`config.mk`:
```
export PLATFORM = sky130hd
export DESIGN_NAME = lvl_irq_ctrl
export DESIGN_NICKNAME = d
export VERILOG_FILES = /design/src/rtl/lvl_irq_pkg.sv /design/src/rtl/irq_ctl_regs.sv /design/src/rtl/irq_ctl_route.sv /design/src/rtl/irq_ctl_outreg.sv /design/src/rtl/lvl_irq_ctrl.sv
export SDC_FILE = /design/constraint.sdc
export NUM_CORES = 1
export LEC_CHECK = 0
export CAP_MARGIN = 20
export CORE_ASPECT_RATIO = 1.1
export CORE_MARGIN = 3
export CORE_UTILIZATION = 35
export CTS_CLUSTER_DIAMETER = 100
export DETAILED_ROUTE_END_ITERATION = 6
export DONT_BUFFER_PORTS = 1
export PLACE_DENSITY_LB_ADDON = 0.12
export SYNTH_ARGS = -nofsm -noshare
export SYNTH_HDL_FRONTEND = slang
export SYNTH_SLANG_ARGS = --single-unit
```
`constraint.sdc`:
```
create_clock -name clk -period 2.8 [get_ports clk]
set_clock_uncertainty 0.05 [all_clocks]
set_input_delay 0.14 -clock clk [delete_from_list [all_inputs] [get_ports clk]]
set_output_delay 0.14 -clock clk [all_outputs]
set_load 0.01 [all_outputs]
```
`src/rtl/lvl_irq_pkg.sv`:
```
package lvl_irq_pkg;

    localparam int SRC_N   = 32;
    localparam int ADDR_W  = 8;
    localparam int IDX_W   = $clog2(SRC_N);
    localparam int OUT_N   = 2;
    localparam int GLB_BIT = SRC_N - 1;

    localparam logic [ADDR_W-1:0] OFS_PEND0 = 8'h00;
    localparam logic [ADDR_W-1:0] OFS_PEND1 = 8'h04;
    localparam logic [ADDR_W-1:0] OFS_ROUTE = 8'h20;
    localparam logic [ADDR_W-1:0] OFS_RAW   = 8'h30;
    localparam logic [ADDR_W-1:0] OFS_SET   = 8'h34;
    localparam logic [ADDR_W-1:0] OFS_CLR   = 8'h38;

    typedef enum logic [2:0] {
        SEL_PEND0, SEL_PEND1, SEL_ROUTE, SEL_RAW, SEL_SET, SEL_CLR, SEL_NONE
    } reg_sel_e;

    typedef struct packed {
        logic [SRC_N-1:0] mask;
        logic [SRC_N-1:0] route;
    } ctl_state_t;

    function automatic reg_sel_e decode_ofs(logic [ADDR_W-1:0] a);
        reg_sel_e s;
        case (a)
            OFS_PEND0: s = SEL_PEND0;
            OFS_PEND1: s = SEL_PEND1;
            OFS_ROUTE: s = SEL_ROUTE;
            OFS_RAW:   s = SEL_RAW;
            OFS_SET:   s = SEL_SET;
            OFS_CLR:   s = SEL_CLR;
            default:   s = SEL_NONE;
        endcase
        return s;
    endfunction

    function automatic logic [IDX_W-1:0] lowest_set(logic [SRC_N-1:0] v);
        logic [IDX_W-1:0] r;
        r = '0;
        for (int i = SRC_N - 1; i >= 0; i--) begin
            if (v[i]) r = i[IDX_W-1:0];
        end
        return r;
    endfunction

endpackage

```
`src/rtl/irq_ctl_regs.sv`:
```
module irq_ctl_regs
    import lvl_irq_pkg::*;
(
    input  logic             clk,
    input  logic             rst,
    input  logic             we,
    input  reg_sel_e         sel,
    input  logic [SRC_N-1:0] wdata,
    output ctl_state_t       st_q
);
    always_ff @(posedge clk) begin
        if (rst) begin
            st_q <= '0;
        end else if (we) begin
            case (sel)
                SEL_SET:   st_q.mask  <= st_q.mask | wdata;
                SEL_CLR:   st_q.mask  <= st_q.mask & ~wdata;
                SEL_ROUTE: st_q.route <= wdata;
                default:   ;
            endcase
        end
    end
endmodule

```
`src/rtl/irq_ctl_route.sv`:
```
module irq_ctl_route
    import lvl_irq_pkg::*;
(
    input  logic             [SRC_N-1:0] src,
    input  ctl_state_t                   st,
    output logic [OUT_N-1:0] [SRC_N-1:0] pend
);
    localparam logic [SRC_N-1:0] LINE_BITS = ~(SRC_N'(1) << GLB_BIT);

    for (genvar o = 0; o < OUT_N; o++) begin : g_out
        logic [SRC_N-1:0] sel_w;
        assign sel_w   = (o == 0) ? ~st.route : st.route;
        assign pend[o] = src & st.mask & sel_w & LINE_BITS;
    end
endmodule

```
`src/rtl/irq_ctl_outreg.sv`:
```
module irq_ctl_outreg
    import lvl_irq_pkg::*;
(
    input  logic                         clk,
    input  logic                         rst,
    input  logic [OUT_N-1:0] [SRC_N-1:0] pend,
    input  logic                         glb_en,
    output logic             [OUT_N-1:0] irq_q,
    output logic             [IDX_W-1:0] idx_q,
    output logic                         vld_q
);
    always_ff @(posedge clk) begin
        if (rst) begin
            irq_q <= '0;
            idx_q <= '0;
            vld_q <= 1'b0;
        end else begin
            for (int o = 0; o < OUT_N; o++) begin
                irq_q[o] <= (|pend[o]) & glb_en;
            end
            idx_q <= lowest_set(pend[0]);
            vld_q <= |pend[0];
        end
    end
endmodule

```
`src/rtl/lvl_irq_ctrl.sv`:
```
module lvl_irq_ctrl
    import lvl_irq_pkg::*;
(
    input  logic              clk,
    input  logic              rst,
    input  logic [SRC_N-1:0]  src_i,
    input  logic [ADDR_W-1:0] reg_addr,
    input  logic [SRC_N-1:0]  reg_wdata,
    input  logic              reg_we,
    input  logic              reg_re,
    output logic [SRC_N-1:0]  reg_rdata,
    output logic              irq0_o,
    output logic              irq1_o,
    output logic [IDX_W-1:0]  lowest_idx_o,
    output logic              lowest_vld_o
);
    reg_sel_e                     sel;
    ctl_state_t                   st_q;
    logic [OUT_N-1:0] [SRC_N-1:0] pend;
    logic [OUT_N-1:0]             irq_q;
    logic [SRC_N-1:0]             mask_q;
    logic [SRC_N-1:0]             route_q;
    logic [SRC_N-1:0]             rd_mux;

    assign sel     = decode_ofs(reg_addr);
    assign mask_q  = st_q.mask;
    assign route_q = st_q.route;

    irq_ctl_regs u_regs (
        .clk   (clk),
        .rst   (rst),
        .we    (reg_we),
        .sel   (sel),
        .wdata (reg_wdata),
        .st_q  (st_q)
    );

    irq_ctl_route u_route (
        .src  (src_i),
        .st   (st_q),
        .pend (pend)
    );

    irq_ctl_outreg u_out (
        .clk    (clk),
        .rst    (rst),
        .pend   (pend),
        .glb_en (mask_q[GLB_BIT]),
        .irq_q  (irq_q),
        .idx_q  (lowest_idx_o),
        .vld_q  (lowest_vld_o)
    );

    assign irq0_o = irq_q[0];
    assign irq1_o = irq_q[1];

    always_comb begin
        case (sel)
            SEL_PEND0:       rd_mux = pend[0];
            SEL_PEND1:       rd_mux = pend[1];
            SEL_ROUTE:       rd_mux = route_q;
            SEL_RAW:         rd_mux = src_i;
            SEL_SET, SEL_CLR: rd_mux = mask_q;
            default:         rd_mux = '0;
        endcase
    end

    always_ff @(posedge clk) begin
        if (rst || !reg_re) reg_rdata <= '0;
        else                reg_rdata <= rd_mux;
    end
endmodule

```
==> flow_metrics.env, run 1 <==
export IMPL_coreArea_sq_um=15200
export IMPL_syn_to_final_growth_pct=16.4
export IMPL_die_x_um=125
export IMPL_ios=116
export IMPL_finalHoldViolations=0
export IMPL_max_vdd_ir_drop_mv=0.275
export IMPL_yosys_register_bits=104
export IMPL_worstMarginPinSlew_ns=0.603
export IMPL_drive_above_1_share_pct=11.7
export IMPL_hp_class="in2reg"
export IMPL_drc=0
export IMPL_place_congestion=0.841
export IMPL_endpoint_kind="flip-flop"
export IMPL_cp_arrival_ns=2.35
export IMPL_seq_area_frac_synth_pct=38.1
export IMPL_clockRootBuffer="clkbuf_16"
export IMPL_fmax_mhz=476
export IMPL_routedWlPerCell_um=22.3
export IMPL_use_met2_pct=38.0
export IMPL_yosysMostFrequentCell="dfxtp_1"
export IMPL_maxCapViolCount=0
export IMPL_finalCriticalPeriod_ns=2.10
export IMPL_dieArea_sq_um=17200
export IMPL_grt_setup_unrepaired="false"
export IMPL_io_buffer_count=0
export IMPL_grt_busiest_layer="met2"
export IMPL_yosys_area_top_type_share_pct=38.1
export IMPL_start_util_pct=36.0
export IMPL_finalPower_uw=2960
export IMPL_post_cts_buffers=0
export IMPL_post_cts_resized=0
export IMPL_synth_ff_type="dfxtp_1"
export IMPL_cts_tree="yes"
export IMPL_synth_cell_area_sq_um=5470
export IMPL_relSlewSlack_pct=59.5
export IMPL_rows=47
export IMPL_drtIter0Drc=425
export IMPL_cts_buffer_depth=2
export IMPL_clkTransAtPathRegs_ns=0.07
export IMPL_syn_nets=749
export IMPL_worst_slack_ns=0.697
export IMPL_ys_top_cells_by_area="dfxtp_1 (38%), a21oi_1 (8.4%), nand2_1 (7.1%)"
export IMPL_synth_common_cells="dfxtp_1 (104), nand2_1 (103), a21oi_1 (92)"
export IMPL_hpwl_um=13600
export IMPL_cts_sinks=104
export IMPL_grt_use_met3_pct=6.25
export IMPL_status="finished clean"
export IMPL_min_period_over_period_pct=75.1
export IMPL_maxSlewViolCount=0
export IMPL_worstPathMaxFanout=26
export IMPL_cts_hold_buffers=40
export IMPL_crit_path_start_kind="primary input"
export IMPL_synth_cell_types=49
export IMPL_nets=770
export IMPL_finalSetupViolCount=0
export IMPL_ys_warn_count=0
export IMPL_synth_top_area_cell="dfxtp_1"
export IMPL_setup_worst_path_class="in2reg"
export IMPL_synth_area_per_cell_sq_um=8.12
export IMPL_fp_dieH_um=137
export IMPL_async_flop_share_pct=0
export IMPL_grt_total_usage_pct=22.9
export IMPL_fillers=1548
export IMPL_vias_per_cell=6.00
export IMPL_first_pass_iters=5
export IMPL_grt_max_degree=69
export IMPL_cts_max_level=3
export IMPL_ant_nets=0
export IMPL_synthCells=673
export IMPL_wl_um=20000
export IMPL_place_ws_ns=0.720
export IMPL_grt_overflow=0
export IMPL_insertion_delay_ns=0.36
export IMPL_cp_required_ns=3.04
export IMPL_p_leak_uw=0.00221
export IMPL_grt_pass1_wl_um=30400
export IMPL_antenna_found_initial=0
export IMPL_synth_edf_count=0
export IMPL_diodes=0
export IMPL_via_count=5373
export IMPL_numCtsBuffers=9
export IMPL_grt_pass1_vias=5337
export IMPL_pwr_density_cell_nw_per_um2=465
export IMPL_use_met1_pct=27.2
export IMPL_tns_ns=0
worst max-delay path, stage by stage:
cell	delay, ns
dlygate4sd3_1	0.60
nor3_4	0.32
buf_4	0.40
nand3_1	0.12
a21oi_1	0.18
dlygate4sd3_1	0.57
final cells by class:
| class | instances | area, sq um | share of cell area (%) |
|---|---|---|---|
| multi-input combinational | 519 | 3180 | 50.0 |
| sequential | 104 | 2080 | 32.7 |
| timing repair buffer | 56 | 538 | 8.46 |
| tap | 196 | 245 | 3.85 |
| clock buffer | 11 | 243 | 3.82 |
| clock inverter | 5 | 56.3 | 0.885 |
| inverter | 4 | 15.0 | 0.236 |
power breakdown:
part | leakage, uW | internal (uW) | switching [uW]
logic | 0.00123 | 90.0 | 88.3
clock network | 0.000145 | 717 | 577
registers | 0.000837 | 1480 | 2.90
routing by layer:
| metal | vias up | part of all wire [%] | wire length (um) |
|---|---|---|---|
| met2 | 199 | 47 | 9420 |
| met3 | 48 | 7.8 | 1560 |
| met4 | 0 | 4.1 | 815 |
| met5 | - | 0 | 0 |
| met1 | 2579 | 41 | 8180 |
| li1 | 2547 | - | - |
cell families after synthesis:
logic type             after synthesis  share of synthesized area, %
buffers and inverters               50                          3.96
flip-flops                         104                          38.1
XOR/XNOR                             3                         0.481
multiplexers                        31                          6.38
AND/OR/NAND/NOR                    268                          26.7
AO/OA/AOI/OAI                      217                          24.4
worst paths after layout:
path | startpoint | to | slack, ns | cells past startpoint
hold reg to reg | u_regs.st_q[31] | u_regs.st_q[31] | 0.41 | 2
setup / recovery | reg_addr[2] | reg_rdata[22] | 0.70 | 6
hold / removal | src_i[4] | reg_rdata[4] | 0.01 | 3
setup reg to reg | u_regs.st_q[4] | u_out.irq_q[0] | 0.74 | 5
stage by stage:
stage	instance area, sq um	hold slack (ns)	util, %	std cells
CTS	6360	0.00319	41.9	895
finish	6360	0.0138	41.9	895
global placement	5650	0.167	37.2	839
detailed placement	5650	0.169	37.2	839
floorplan	5470	0.187	-	673
global route	6360	0.0351	41.9	895
placed cells by master (no fill, tap or decap), types with 2 or more instances in the layout:
cell,synthesis,layout
nand4_1,9,9
dfxtp_1,104,104
a22o_1,17,17
nand2b_1,4,4
dlygate4sd3_1,0,39
nand3b_1,13,13
or3_1,2,2
a31o_2,10,10
clkbuf_16,0,9
a31oi_1,3,3
o211ai_1,2,2
a22oi_1,8,8
and3_1,20,20
a32oi_1,2,2
o21ai_0,30,30
nor2_1,23,23
nor3b_1,2,2
nand2_1,103,103
buf_4,3,16
or4_1,2,2
inv_1,4,4
nor3_1,8,7
nor4_1,9,9
xnor2_1,3,3
mux2_2,31,31
o21ai_1,10,10
a211oi_1,36,36
nor4_4,2,3
o311ai_0,2,2
and3b_1,24,24
nand3_1,36,36
clkinv_2,0,2
nand4b_1,2,2
a21oi_1,92,92
Note: power is estimated with default switching activity, not from simulation.
==> run 2: changes to the inputs <==
==> constraint.sdc (replaced) <==
create_clock -name clk -period 2.1 [get_ports clk]
set_clock_uncertainty 0.05 [all_clocks]
set_input_delay 0.105 -clock clk [delete_from_list [all_inputs] [get_ports clk]]
set_output_delay 0.105 -clock clk [all_outputs]
set_load 0.01 [all_outputs]
==> flow_metrics.env, run 2 (synthesis gave the netlist of run 1 again) <==
export IMPL_drc=0
export IMPL_cts_tree="yes"
export IMPL_die_x_um=125
export IMPL_whs_endpoint="reg_rdata[10]"
export IMPL_max_vdd_ir_drop_mv=0.361
export IMPL_crit_path_start_kind="flip-flop"
export IMPL_endpoint_kind="flip-flop"
export IMPL_grt_total_usage_pct=24.0
export IMPL_internal_power_uw=2940
export IMPL_post_cts_buffers=0
export IMPL_finalHoldViolations=0
export IMPL_insertion_delay_ns=0.36
export IMPL_cp_arrival_ns=2.20
export IMPL_drive_above_1_share_pct=13.6
export IMPL_r2r_slack_ns=0.10
export IMPL_grt_max_degree=69
export IMPL_p_comb_share_pct=6.5
export IMPL_hpwl_um=13800
export IMPL_syn_to_final_growth_pct=19.2
export IMPL_worst_slack_ns=0.104
export IMPL_clockRootBuffer="clkbuf_16"
export IMPL_numCtsBuffers=9
export IMPL_p_leak_uw=0.00229
export IMPL_hold_depth=3
export IMPL_final_cell_mix="nand2_1 (103), dfxtp_1 (103), a21oi_1 (92), dlygate4sd3_1 (42)"
export IMPL_reg2reg_depth=5
export IMPL_pwr_share_clk_pct=42.7
export IMPL_vias_per_cell=5.95
export IMPL_maxSlewViolCount=0
export IMPL_finalPower_uw=3890
export IMPL_cp_required_ns=2.31
export IMPL_via_count=5417
export IMPL_ios=116
export IMPL_grt_setup_unrepaired="false"
export IMPL_setup_worst_path_class="reg2reg"
export IMPL_worstMarginPinSlew_ns=0.828
export IMPL_hold_start="src_i[10]"
export IMPL_pwr_density_cell_nw_per_um2=596
export IMPL_cts_buffer_depth=2
export IMPL_final_area_sq_um=6520
export IMPL_seqPwrFrac_pct=50.9
export IMPL_drtIter0Drc=466
export IMPL_clkTransAtPathRegs_ns=0.08
export IMPL_tns_ns=0
export IMPL_io_buffer_count=0
export IMPL_maxCapViolCount=0
export IMPL_sw_frac_of_total_pct=24.3
export IMPL_dieArea_sq_um=17200
export IMPL_fillers=1531
export IMPL_status="finished clean"
export IMPL_coreArea_sq_um=15200
export IMPL_place_ws_ns=0.103
export IMPL_nets=785
export IMPL_hp_class="in2reg"
export IMPL_finalSetupViolCount=0
export IMPL_post_dp_cell_area_sq_um=5770
export IMPL_grt_overflow=0
export IMPL_ant_nets=0
export IMPL_place_congestion=0.858
export IMPL_relSlewSlack_pct=44.6
export IMPL_wl_um=20700
export IMPL_worstPathMaxFanout=4
export IMPL_cts_max_level=3
export IMPL_rows=47
export IMPL_diodes=0
export IMPL_r2r_end="u_out.irq_q[0]"
export IMPL_grt_pass1_vias=5264
export IMPL_antenna_found_initial=0
export IMPL_multi_input_area_sq_um=3200
export IMPL_fp_dieH_um=137
export IMPL_register_area_sq_um=2080
export IMPL_power_switching_uw=943
export IMPL_cts_sinks=104
export IMPL_min_period_over_period_pct=95.1
export IMPL_routedWlPerCell_um=22.7
export IMPL_grt_pass1_wl_um=31400
export IMPL_finalCriticalPeriod_ns=2.00
export IMPL_first_pass_iters=5
export IMPL_start_util_pct=36.0
export IMPL_fmax_mhz=501
[run 2: power groups by stage]
stage / Sequential [uW] / Combinational [uW] / Clock (uW)
2_1_floorplan: 2020 / 149 / 0
3_3_place_gp: 2020 / 134 / 0
3_5_place_dp: 2020 / 136 / 0
4_1_cts: 1980 / 249 / 1700
5_1_grt: 1980 / 270 / 1770
6_report: 1980 / 251 / 1660
[run 2: layout make-up]
type                       instances  area share, %
clock buffer                      10           3.67
clock inverter                     6          0.672
inverter                           4          0.230
multi-input combinational        519           49.1
sequential                       104           32.0
tap                              196           3.76
timing repair buffer              71           10.7
[run 2: repair_timing]
action / 4_1_cts / 5_1_grt
gates resized for setup: 0 / 3
hold endpoints to repair: 86 / 0
hold buffers: 43 / 0
setup endpoints to repair: 0 / 3
[run 2: how the worst max path moves through the flow]
stage | to | slack [ns]
after floorplan | u_out.irq_q[0] | 0.15
after detailed placement | u_out.irq_q[0] | 0.10
after CTS | u_out.irq_q[0] | 0.09
after global routing | u_out.irq_q[0] | 0.007
after global placement | u_out.irq_q[0] | 0.13
final | u_out.irq_q[0] | 0.10
[run 2: metrics by stage]
stage | hold WS, ns | utilization [%] | cells
after floorplan | 0.152 | - | 673
after global placement | 0.132 | 38.1 | 851
after detailed placement | 0.135 | 38.1 | 851
after CTS | 0.00215 | 42.9 | 910
after global routing | 0.0108 | 43.0 | 910
final | 0.00808 | 43.0 | 910
[run 2: per-layer routing]
| metal | track usage, % | share of wire [%] | vias to the layer above | wire length (um) |
|---|---|---|---|---|
| li1 | - | - | 2582 | - |
| met1 | 29.1 | 42 | 2596 | 8600 |
| met2 | 40.5 | 49 | 212 | 10100 |
| met3 | 6.67 | 7.2 | 27 | 1490 |
| met4 | 9.34 | 2.3 | 0 | 486 |
| met5 | 0 | 0 | - | 0 |
[run 2: worst max-delay path: stages (launching register included)]
cell and delay (ns):
dfxtp_1 0.33, and3b_1 0.21, or4_1 0.55, or4_1 0.47, nor4_4 0.19, nor2_1 0.07
==> run 3: changes to the inputs <==
--- a/config.mk
+++ b/config.mk
@@ -13,6 +13,7 @@
 export DETAILED_ROUTE_END_ITERATION = 6
 export DONT_BUFFER_PORTS = 1
 export PLACE_DENSITY_LB_ADDON = 0.12
+export SKIP_LAST_GASP = 1
 export SYNTH_ARGS = -nofsm -noshare
 export SYNTH_HDL_FRONTEND = slang
 export SYNTH_SLANG_ARGS = --single-unit
==> constraint.sdc (replaced) <==
create_clock -name clk -period 2.1 [get_ports clk]
set_clock_uncertainty 0.05 [all_clocks]
set_input_delay 0.63 -clock clk [delete_from_list [all_inputs] [get_ports clk]]
set_output_delay 0.63 -clock clk [all_outputs]
set_load 0.01 [all_outputs]
==> flow_metrics.env, run 3 (synthesis gave the netlist of run 1 again) <==
export IMPL_status="finished clean"
export IMPL_final_cell_mix="dfxtp_1 (104), nand2_1 (103), a21oi_1 (79), buf_4 (44)"
export IMPL_grt_total_usage_pct=23.2
export IMPL_drtIter0Drc=546
export IMPL_hold_depth=1
export IMPL_cts_hold_buffers=0
export IMPL_cts_tree="yes"
export IMPL_wl_um=20100
export IMPL_p_comb_share_pct=3.8
export IMPL_relSlewSlack_pct=66.6
export IMPL_nets=761
export IMPL_rows=47
export IMPL_cts_sinks=104
export IMPL_cp_arrival_ns=2.25
export IMPL_fmax_mhz=483
export IMPL_finalCriticalPeriod_ns=2.07
export IMPL_setup_worst_path_class="reg2reg"
export IMPL_ant_nets=0
export IMPL_maxSlewViolCount=0
export IMPL_clkTransAtPathRegs_ns=0.07
export IMPL_worstMarginPinSlew_ns=0.497
export IMPL_r2r_end="u_out.irq_q[0]"
export IMPL_fp_dieH_um=137
export IMPL_p_leak_uw=0.00221
export IMPL_max_vdd_ir_drop_mv=0.364
export IMPL_grt_setup_unrepaired="true"
export IMPL_insertion_delay_ns=0.35
export IMPL_finalSetupViolCount=0
export IMPL_ios=116
export IMPL_drive_above_1_share_pct=18.0
export IMPL_max_stage_delay_ns=0.58
export IMPL_hold_worst_slack_ns=0.296
export IMPL_r2r_slack_ns=0.03
export IMPL_place_ws_ns=-0.310
export IMPL_worst_slack_ns=0.0302
export IMPL_start_util_pct=36.0
export IMPL_grt_pass1_vias=5168
export IMPL_cts_buffer_depth=2
export IMPL_path_buf_inv=0
export IMPL_maxCapViolCount=0
export IMPL_pwr_density_cell_nw_per_um2=594
export IMPL_cp_required_ns=2.28
export IMPL_numCtsBuffers=9
export IMPL_cts_max_level=3
export IMPL_syn_to_final_growth_pct=14.3
export IMPL_grt_pass1_wl_um=30700
export IMPL_reg2reg_depth=5
export IMPL_dieArea_sq_um=17200
export IMPL_antenna_found_initial=0
export IMPL_grt_max_degree=71
export IMPL_critPathTopFamily="simple AND/OR/NAND/NOR gates"
export IMPL_pwr_share_clk_pct=42.8
export IMPL_sw_frac_of_total_pct=21.4
export IMPL_io_buffer_count=0
export IMPL_endpoint_kind="flip-flop"
export IMPL_hp_class="in2reg"
export IMPL_vias_per_cell=5.98
export IMPL_diodes=0
export IMPL_cp_cell_sequence="and3b_1 > or4_1 > or4_4 > nor4_4 > nor2_1"
export IMPL_clockRootBuffer="clkbuf_16"
export IMPL_internal_power_uw=2920
export IMPL_place_congestion=0.820
export IMPL_power_switching_uw=793
export IMPL_crit_path_start_kind="flip-flop"
export IMPL_die_x_um=125
export IMPL_coreArea_sq_um=15200
export IMPL_worstPathMaxFanout=4
export IMPL_cp_depth=5
export IMPL_finalHoldViolations=0
export IMPL_routedWlPerCell_um=22.7
export IMPL_cp_slowest_cell="or4_1"
export IMPL_final_common_cell="dfxtp_1"
export IMPL_first_pass_iters=5
export IMPL_hpwl_um=14100
export IMPL_hold_start="rst"
export IMPL_via_count=5296
export IMPL_min_period_over_period_pct=98.6
export IMPL_drc=0
export IMPL_seqPwrFrac_pct=53.3
export IMPL_grt_overflow=0
==> run 3: how the worst max path moves through the flow <==
stage | end | slack (ns)
after floorplan | u_regs.st_q[23] | -0.16
after global placement | u_out.irq_q[0] | -0.29
after detailed placement | u_out.irq_q[0] | -0.31
after CTS | u_out.irq_q[0] | -0.004
after global routing | u_out.irq_q[0] | -0.05
final | u_out.irq_q[0] | 0.03
==> run 3: power groups by stage <==
stage	logic [uW]	registers (uW)	clock network [uW]
2_1_floorplan	149	2020	0
3_3_place_gp	137	2020	0
3_5_place_dp	139	2020	0
4_1_cts	141	1980	1620
5_1_grt	153	1980	1700
6_report	141	1980	1590
==> run 3: metrics by stage <==
step | total power (uW) | instances | setup TNS [ns] | utilization, % | area [sq um]
2_1_floorplan | 2170 | 673 | -8.54 | - | 5540
3_5_place_dp | 2160 | 870 | -18.31 | 39.2 | 5950
3_3_place_gp | 2160 | 870 | -16.31 | 39.2 | 5950
6_report | 3710 | 885 | 0 | 41.2 | 6250
4_1_cts | 3740 | 885 | -0.00351 | 41.1 | 6230
5_1_grt | 3830 | 885 | -0.0500 | 41.2 | 6250
==> run 3: routing by layer <==
metal	vias up	part of all wire (%)	global-route usage [%]
met5	-	0	0
met4	0	1.3	6.45
met3	19	7.5	6.44
met1	2574	44	29.2
li1	2523	-	-
met2	180	47	39.2
==> run 3: final cells by class <==
cell class                      instances  area (sq um)
Clock buffer                           15           268
Fill cell                            1552          8920
Inverter                                4          15.0
Multi-Input combinational cell        519          3260
Sequential cell                       104          2080
Tap cell                              196           245
Timing Repair Buffer                   47           382
==> run 3: timing repair <==
action,CTS,global route
resized for setup,2,3
setup buffers,0,0
setup endpoints to repair,2,4
